File: config.mk
export PLATFORM = sky130hd
export DESIGN_NAME = nxpc_top
export DESIGN_NICKNAME = d
export VERILOG_FILES = /design/src/rtl/nxpc_pkg.sv /design/src/rtl/nxpc_decode.sv /design/src/rtl/nxpc_cmp.sv /design/src/rtl/nxpc_target.sv /design/src/rtl/nxpc_top.sv
export SDC_FILE = /design/constraint.sdc
export NUM_CORES = 1
export LEC_CHECK = 0
export BUFFER_PORTS_ARGS = -buffer_cell sky130_fd_sc_hd__buf_2
export CELL_PAD_IN_SITES_DETAIL_PLACEMENT = 0
export CELL_PAD_IN_SITES_GLOBAL_PLACEMENT = 1
export CORE_MARGIN = 2
export CORE_UTILIZATION = 30
export CTS_BUF_LIST = sky130_fd_sc_hd__clkbuf_4
export CTS_CLUSTER_DIAMETER = 100
export DETAILED_ROUTE_END_ITERATION = 12
export PLACE_DENSITY = 0.76
export SLEW_MARGIN = 20
export SYNTH_ARGS = -nofsm -noshare
export SYNTH_HDL_FRONTEND = slang
export SYNTH_HIERARCHICAL = 1
export SYNTH_SLANG_ARGS = --single-unit
File: constraint.sdc
create_clock -name clk -period 8.2 [get_ports clk]
set_clock_uncertainty 0.2 [all_clocks]
set_input_delay 1.64 -clock clk [delete_from_list [all_inputs] [get_ports clk]]
set_output_delay 1.64 -clock clk [all_outputs]
set_load 0.05 [all_outputs]
File: src/rtl/nxpc_pkg.sv
package nxpc_pkg;

    localparam int ILEN = 32;

    localparam logic [6:0] OPC_BRANCH = 7'b1100011;
    localparam logic [6:0] OPC_JAL    = 7'b1101111;
    localparam logic [6:0] OPC_JALR   = 7'b1100111;

    typedef enum logic [1:0] {
        XFER_NONE,
        XFER_COND,
        XFER_DIRECT,
        XFER_INDIRECT
    } xfer_kind_e;

    typedef enum logic [2:0] {
        CMP_EQ  = 3'b000,
        CMP_NE  = 3'b001,
        CMP_LT  = 3'b100,
        CMP_GE  = 3'b101,
        CMP_LTU = 3'b110,
        CMP_GEU = 3'b111
    } cmp_op_e;

    typedef struct packed {
        xfer_kind_e        kind;
        cmp_op_e           cmp;
        logic              bad;
        logic              link;
        logic [ILEN-1:0]   imm;
    } xfer_dec_t;

endpackage

File: src/rtl/nxpc_decode.sv
module nxpc_decode
    import nxpc_pkg::*;
(
    input  logic [ILEN-1:0] instr,
    output xfer_dec_t       dec
);

    localparam int B_IMM_W = 13;
    localparam int J_IMM_W = 21;
    localparam int I_IMM_W = 12;

    logic [6:0]          opcode;
    logic [2:0]          funct3;
    logic [4:0]          rd_idx;
    logic [B_IMM_W-1:0]  b_raw;
    logic [J_IMM_W-1:0]  j_raw;
    logic [I_IMM_W-1:0]  i_raw;

    assign opcode = instr[6:0];
    assign funct3 = instr[14:12];
    assign rd_idx = instr[11:7];

    // Reassemble the scattered offsets; bit 0 is always zero.
    assign b_raw = {instr[31], instr[7], instr[30:25], instr[11:8], 1'b0};
    assign j_raw = {instr[31], instr[19:12], instr[20], instr[30:21], 1'b0};
    assign i_raw = instr[31:20];

    always_comb begin
        dec      = '0;
        dec.kind = XFER_NONE;
        dec.cmp  = CMP_EQ;
        unique case (opcode)
            OPC_BRANCH: begin
                dec.imm = {{(ILEN-B_IMM_W){b_raw[B_IMM_W-1]}}, b_raw};
                unique case (funct3)
                    3'b000: begin dec.kind = XFER_COND; dec.cmp = CMP_EQ;  end
                    3'b001: begin dec.kind = XFER_COND; dec.cmp = CMP_NE;  end
                    3'b100: begin dec.kind = XFER_COND; dec.cmp = CMP_LT;  end
                    3'b101: begin dec.kind = XFER_COND; dec.cmp = CMP_GE;  end
                    3'b110: begin dec.kind = XFER_COND; dec.cmp = CMP_LTU; end
                    3'b111: begin dec.kind = XFER_COND; dec.cmp = CMP_GEU; end
                    default: dec.bad = 1'b1;
                endcase
            end
            OPC_JAL: begin
                dec.imm  = {{(ILEN-J_IMM_W){j_raw[J_IMM_W-1]}}, j_raw};
                dec.kind = XFER_DIRECT;
                dec.link = (rd_idx != 5'd0);
            end
            OPC_JALR: begin
                dec.imm = {{(ILEN-I_IMM_W){i_raw[I_IMM_W-1]}}, i_raw};
                if (funct3 == 3'b000) begin
                    dec.kind = XFER_INDIRECT;
                    dec.link = (rd_idx != 5'd0);
                end else begin
                    dec.bad = 1'b1;
                end
            end
            default: dec.kind = XFER_NONE;
        endcase
    end

endmodule

File: src/rtl/nxpc_cmp.sv
module nxpc_cmp
    import nxpc_pkg::*;
#(
    parameter int W = 32
) (
    input  cmp_op_e      op,
    input  logic [W-1:0] a,
    input  logic [W-1:0] b,
    output logic         hit
);

    logic is_eq;
    logic is_lt_s;
    logic is_lt_u;

    assign is_eq   = (a == b);
    assign is_lt_s = ($signed(a) < $signed(b));
    assign is_lt_u = (a < b);

    always_comb begin
        unique case (op)
            CMP_EQ:  hit = is_eq;
            CMP_NE:  hit = !is_eq;
            CMP_LT:  hit = is_lt_s;
            CMP_GE:  hit = !is_lt_s;
            CMP_LTU: hit = is_lt_u;
            CMP_GEU: hit = !is_lt_u;
            default: hit = 1'b0;
        endcase
    end

endmodule

File: src/rtl/nxpc_target.sv
module nxpc_target
    import nxpc_pkg::*;
#(
    parameter int W = 32
) (
    input  xfer_kind_e   kind,
    input  logic         cond,
    input  logic [W-1:0] pc,
    input  logic [W-1:0] base,
    input  logic [W-1:0] imm,
    output logic [W-1:0] seq_pc,
    output logic [W-1:0] nxt_pc,
    output logic         redirect
);

    localparam logic [W-1:0] STEP = W'(4);

    logic [W-1:0] rel_tgt;
    logic [W-1:0] reg_sum;

    assign seq_pc  = pc + STEP;
    assign rel_tgt = pc + imm;
    assign reg_sum = base + imm;

    always_comb begin
        redirect = 1'b0;
        nxt_pc   = seq_pc;
        unique case (kind)
            XFER_COND: begin
                redirect = cond;
                if (cond) nxt_pc = rel_tgt;
            end
            XFER_DIRECT: begin
                redirect = 1'b1;
                nxt_pc   = rel_tgt;
            end
            XFER_INDIRECT: begin
                redirect = 1'b1;
                nxt_pc   = {reg_sum[W-1:1], 1'b0};
            end
            default: begin
                redirect = 1'b0;
                nxt_pc   = seq_pc;
            end
        endcase
    end

endmodule

File: src/rtl/nxpc_top.sv
module nxpc_top
    import nxpc_pkg::*;
#(
    parameter logic [31:0] RESET_VEC = 32'h0000_1000
) (
    input  logic        clk,
    input  logic        rst,
    input  logic        adv_en,
    input  logic [31:0] instr,
    input  logic [31:0] rs1_val,
    input  logic [31:0] rs2_val,
    output logic [31:0] pc_q,
    output logic [31:0] pc_next,
    output logic        taken,
    output logic        link_we,
    output logic [31:0] link_data,
    output logic        illegal
);

    localparam int XLEN = ILEN;

    xfer_dec_t  dec;
    logic       cond_hit;
    logic [XLEN-1:0] seq_pc;

    nxpc_decode u_decode (
        .instr (instr),
        .dec   (dec)
    );

    nxpc_cmp #(.W(XLEN)) u_cmp (
        .op  (dec.cmp),
        .a   (rs1_val),
        .b   (rs2_val),
        .hit (cond_hit)
    );

    nxpc_target #(.W(XLEN)) u_target (
        .kind     (dec.kind),
        .cond     (cond_hit),
        .pc       (pc_q),
        .base     (rs1_val),
        .imm      (dec.imm),
        .seq_pc   (seq_pc),
        .nxt_pc   (pc_next),
        .redirect (taken)
    );

    assign link_we   = dec.link;
    assign link_data = seq_pc;
    assign illegal   = dec.bad;

    // PC register: reset, advance or hold.
    always_ff @(posedge clk) begin
        if (rst) begin
            pc_q <= RESET_VEC;
        end else if (adv_en) begin
            pc_q <= pc_next;
        end
    end

    a_r1_reset_vec: assert property (@(posedge clk)
        $past(rst) |-> pc_q == RESET_VEC);

    a_r2_load: assert property (@(posedge clk) disable iff (rst)
        adv_en |=> pc_q == $past(pc_next));

    a_r2_hold: assert property (@(posedge clk) disable iff (rst)
        !adv_en |=> pc_q == $past(pc_q));

    a_r8_jalr_even: assert property (@(posedge clk) disable iff (rst)
        (instr[6:0] == OPC_JALR && !illegal) |-> pc_next[0] == 1'b0);

    a_r9_x0_no_link: assert property (@(posedge clk) disable iff (rst)
        link_we |-> (instr[11:7] != 5'd0 && taken));

    a_r10_illegal_quiet: assert property (@(posedge clk) disable iff (rst)
        illegal |-> (!taken && !link_we && pc_next == pc_q + 32'd4));

    a_r11_sequential: assert property (@(posedge clk) disable iff (rst)
        !taken |-> pc_next == pc_q + 32'd4);

endmodule

Word-level counts from Yosys, hierarchy flattened:

Cells that the tools add are included.

* word-level logic and storage cells: 45
* bits in registers: 32

* add/subtract/negate cells: 3
* muxes and demuxes: 14
* reduce and logical (&&, ||, !) cells: 8
* $lt $le $gt $ge: 2
* eq/ne operators: 17

Operators with widths (count)
* case mux 32 bit (3 select lines): 2
* adder 32 bit: 2
* less-than comparator 32 bit: 2
* adder 32 x 3 -> 32 bit (second input constant): 1
* == test 32 bit: 1
* two-way mux 32 bit: 1
* == test 3 bit (second input constant): 8
* case mux 4 bit (6 select lines): 1
* == test 7 bit (second input constant): 3
* == test 3 x 1 -> 1 bit (second input constant): 2
* zero test 3 bit: 2
* case mux 1 bit (2 select lines): 3
* case mux 1 bit (6 select lines): 1
* case mux 2 bit (3 select lines): 1
* OR reduction 6 bit: 1
* nonzero test 5 bit: 1
* == test 2 bit (second input constant): 2
* zero test 1 bit: 3
* two-way mux 1 bit: 3
* two-way mux 3 bit: 1
* == test 2 x 1 -> 1 bit (second input constant): 1
* two-way mux 2 bit: 1
* OR reduction 2 bit: 1

Logic depth before layout (Yosys ltp):

* depth in word-level cells: 7
* mapped depth: 18
* depth with buffers taken out: 17

By module:

Netlist, hierarchy kept.

Modules (own cells, without submodules)
* nxpc_target: cells each 626, area an instance 4285.4 µm², times used 1, seq. area each 0.0 µm²
* nxpc_top: cells each 103, area an instance 1166.1 µm², times used 1, seq. area each 640.6 µm²
* nxpc_cmp: cells each 120, area an instance 864.6 µm², times used 1, seq. area each 0.0 µm²
* nxpc_decode: cells each 75, area an instance 466.7 µm², times used 1, seq. area each 0.0 µm²

Worst setup path before layout:

No wires, ideal clock.

* path kind: in2out
* start point: input rs2_val[19]
* end point: output pc_next[3]
* path slack: 0.366 ns
* buffers on the path: 1
* arrival: 5.994 ns
* stages: 12
* path through: inv_1 > ha_1 > and4_2 > or4b_2 > o22ai_1 > or4_1 > a31o_1 > a21oi_1 > inv_1 > nand2_1 > clkbuf_1 > o311ai_0

* word-level cells in the longest chain between the ends: 5
* elaborated cells on any way between the ends: 9
* classes of those cells: order compare (2); eq/ne (1); mux (3); reduce/logical (3)

RTL lines
* start, declared: line nxpc_top.sv:11 `input logic [31:0] rs2_val,`
* less-than comparator 32 bit (tied with other cells): line nxpc_cmp.sv:18 `assign is_lt_u = (a < b);`
* zero test 1 bit, on equally long branches: line nxpc_cmp.sv:27, nxpc_cmp.sv:23, nxpc_cmp.sv:25
* case mux 1 bit (6 select lines) (*): line nxpc_cmp.sv:21 `unique case (op)`
* named net cond_hit: line nxpc_top.sv:23 `logic cond_hit;`
* two-way mux 32 bit (*): line nxpc_target.sv:31 `if (cond) nxt_pc = rel_tgt;`
* case mux 32 bit (3 select lines) (*): line nxpc_target.sv:28 `unique case (kind)`
* end, declared: line nxpc_top.sv:13 `output logic [31:0] pc_next,`

Mark *: on every way through the listed nets, which the timed path passes. The rest lies on a longest branch.

==> qor.yml <==
outcome: "finished clean"
initial_utilization_pct: 30.23
yosysTopAreaCell: "ha_1"
synth_most_common_cell: "ha_1"
end_kind: "primary output"
max_freq_ghz: 0.1329
fillers: 2453
tightest_slew_ps: 985.1
largest_reg_flops: 32
maxCapViolCount: 0
power_density_nw_per_um2: 54.84
synthTopCellsByCount: "94 x ha_1, 85 x nor2_1, 84 x nand2_1"
synth.avg_cell_area_sq_um: 7.341
fin_nets: 1283
switching_share_pct: 39.47
path_class: "in -> out"
hpwlAfterDp_mm: 20.04
yosys.area_share.xor_xnor_pct: 10.46
top_register: "pc_q"
cts_tree: "yes"
irDropWorstVdd_v: 0.00003291
path_clk_slew_ps: 110
drv_slew: 0
path_cells: "buf_2 > nor2b_1 > nor4b_2 > and2_1 > buf_4 > ha_1 > a21o_1 > a21o_1 > a221oi_1 > o21ai_0 > a41o_1 > mux2i_1 > a221oi_1 > o21ai_0 > buf_2"
arrival_ps: 5690
io_buffers: 197
syn_area_sq_um: 6783
max_stage_delay_ps: 630
drive_gt1_share_pct: 21.58
grt_busiest_layer: "met2"
fp.coreArea_sq_um: 22430
grt-ovfl-total: 0
ioPinCount: 198
area_growth_pct: 17.03
cts_hold_buf: 0
cts_buffer_depth: 2
synthCells: 924
seq_power_share_pct: 36.7
p_int_uw: 263.5
grt_pass1_vias: 6814
final_cells: 1375
setup_viol: 0
synth_compound_area_share_pct: 27.52
synthArstFlopShare_pct: 0
drtPass1Iterations: 5
rsz0062_at_grt: "no"
routed_wl_mm: 23.90
routabilityCongestion: 0.8852
cts-root-buf: "clkbuf_4"
drtIter0Drc: 332
synth_top_family_by_area: "compound AO/OA/AOI/OAI gates"
fin_util_pct: 35.38
cp_max_fo: 16
synth_fa_ha_area_share_pct: 17.93
drt-vias-per-instance: 5.267
grt_use_met2_pct: 31.05
synthFlopType: "dfxtp_1"
synth.distinct_cells: 73
post-cts-setup-buffers: 0
grtUsageTotal_pct: 19.28
synthMuxAreaShare_pct: 5.313
period_needed_ps: 7525
dp.cells: 1366
grt_max_degree: 34
leakagePower_uw: 0.004205
synth_seq_area_share_pct: 9.445
rows: 55
ys_ff_latch: 32
htreeDepth: 2
hold_path_class: "reg -> reg"
startpoint_type: "input pin"
cts_sinks: 32
yosysTopAreaCellShare_pct: 17.34
place_ws_ps: 671.1
r2r_cells: 14
grt_pass1_wl_mm: 36.92
setup_ws_ps: 674.7
numCtsBuffers: 5
cp_slowest_cell: "nor4b_2"
setup_tns_ps: 0
clock_power_share_pct: 22.8
use_met3_pct: 1.513
reg_top3: "pc_q x32"
finalHoldViolations: 0
die_h_um: 154.4
synthSimpleGateAreaFrac_pct: 21.88
ant_nets: 0
required_ps: 6360
switchingPower_uw: 171.8
synth.area.top_cells: "ha_1 17%, dfxtp_1 9.4%, xnor2_1 6.5%"
fp.dieW_um: 154.4
synth_nets: 1119
ys_warn_count: 6
routedWlPerCell_um: 17.38
vias: 7242
relSlewSlack_pct: 34.33
fin_crit_sh_pct: 91.77
synth_edf_count: 0
combPwrFrac_pct: 40.5
cts-resized-gates: 0
gr-usage-met1_pct: 28.06
clock_latency_ps: 350
hold_depth: 2
fp.dieArea_sq_um: 23830
drc: 0
antenna_found_initial: 1
-- cells in the final DEF, fill, tap and decap left out, types with 17 or more instances in the layout --
cell / instances
buf_2: 197
ha_1: 94
nor2_1: 85
nand2_1: 84
a21oi_1: 73
inv_1: 52
o21ai_0: 52
xnor2_1: 50
a21o_1: 37
mux2i_1: 36
dfxtp_1: 32
xor2_1: 31
nand3_1: 28
a22oi_1: 21
nand4_1: 17
-- metal layers --
metal	up-vias	wire [um]
met2	214	10490
met3	18	1194
met1	3314	11890
li1	3696	-
met5	-	0
met4	0	329
-- area by class of cell --
type                    instances  area [sq um]  share of cell area [%]
clock inverters                 1         3.754                 0.04729
inverters                      52         195.2                   2.459
well taps                     285         356.6                   4.492
clock buffers                   7         52.55                  0.6620
diodes                          1         2.502                 0.03153
repair buffers                205          1046                   13.18
multi-input cells             792          5640                   71.06
flip-flops and latches         32         640.6                   8.071
-- power by group through the flow --
stage / registers (uW) / logic [uW] / clock network [uW]
floorplan: 167 / 114 / 0
global placement: 163 / 175 / 0
detailed placement: 163 / 176 / 0
CTS: 160 / 177 / 103
global route: 160 / 196 / 109
finish: 160 / 176 / 99.1
-- worst max-delay path: cells and delay by family --
kind	cells	cell delay (ps)
adder cells (fa/ha/maj)	1	340
AND/OR/NAND/NOR	3	1200
multiplexers	1	260
AO/OA/AOI/OAI	7	1370
buffers and inverters	3	880
-- cells by family (layout without fill, tap and decap cells) --
family,after synthesis,after routing
compound gates,279,279
fa+ha+maj,96,96
mux,36,36
simple gates,300,300
xor+xnor,81,81
flops,32,32
other cells,0,1
buf+inv,100,265
-- worst paths after layout --
check | endpoint | start | slack (ps)
min | pc_q[27]$_SDFFE_PP0P_ | pc_q[27]$_SDFFE_PP0P_ | 390
min reg2reg | pc_q[27]$_SDFFE_PP0P_ | pc_q[27]$_SDFFE_PP0P_ | 390
max reg2reg | pc_q[26]$_SDFFE_PP0P_ | pc_q[0]$_SDFFE_PP0P_ | 4670
max | pc_next[28] | instr[2] | 670
-- through the flow --
stage	power, uW	cell area (sq um)	hold WS [ps]
after CTS	439.2	7935	390.0
after global placement	338.5	7879	365.7
final	435.3	7938	392.1
after global routing	464.9	7938	412.4
after detailed placement	339.1	7879	371.1
after floorplan	280.1	6783	575.4
(Power assumes the default switching activity.)
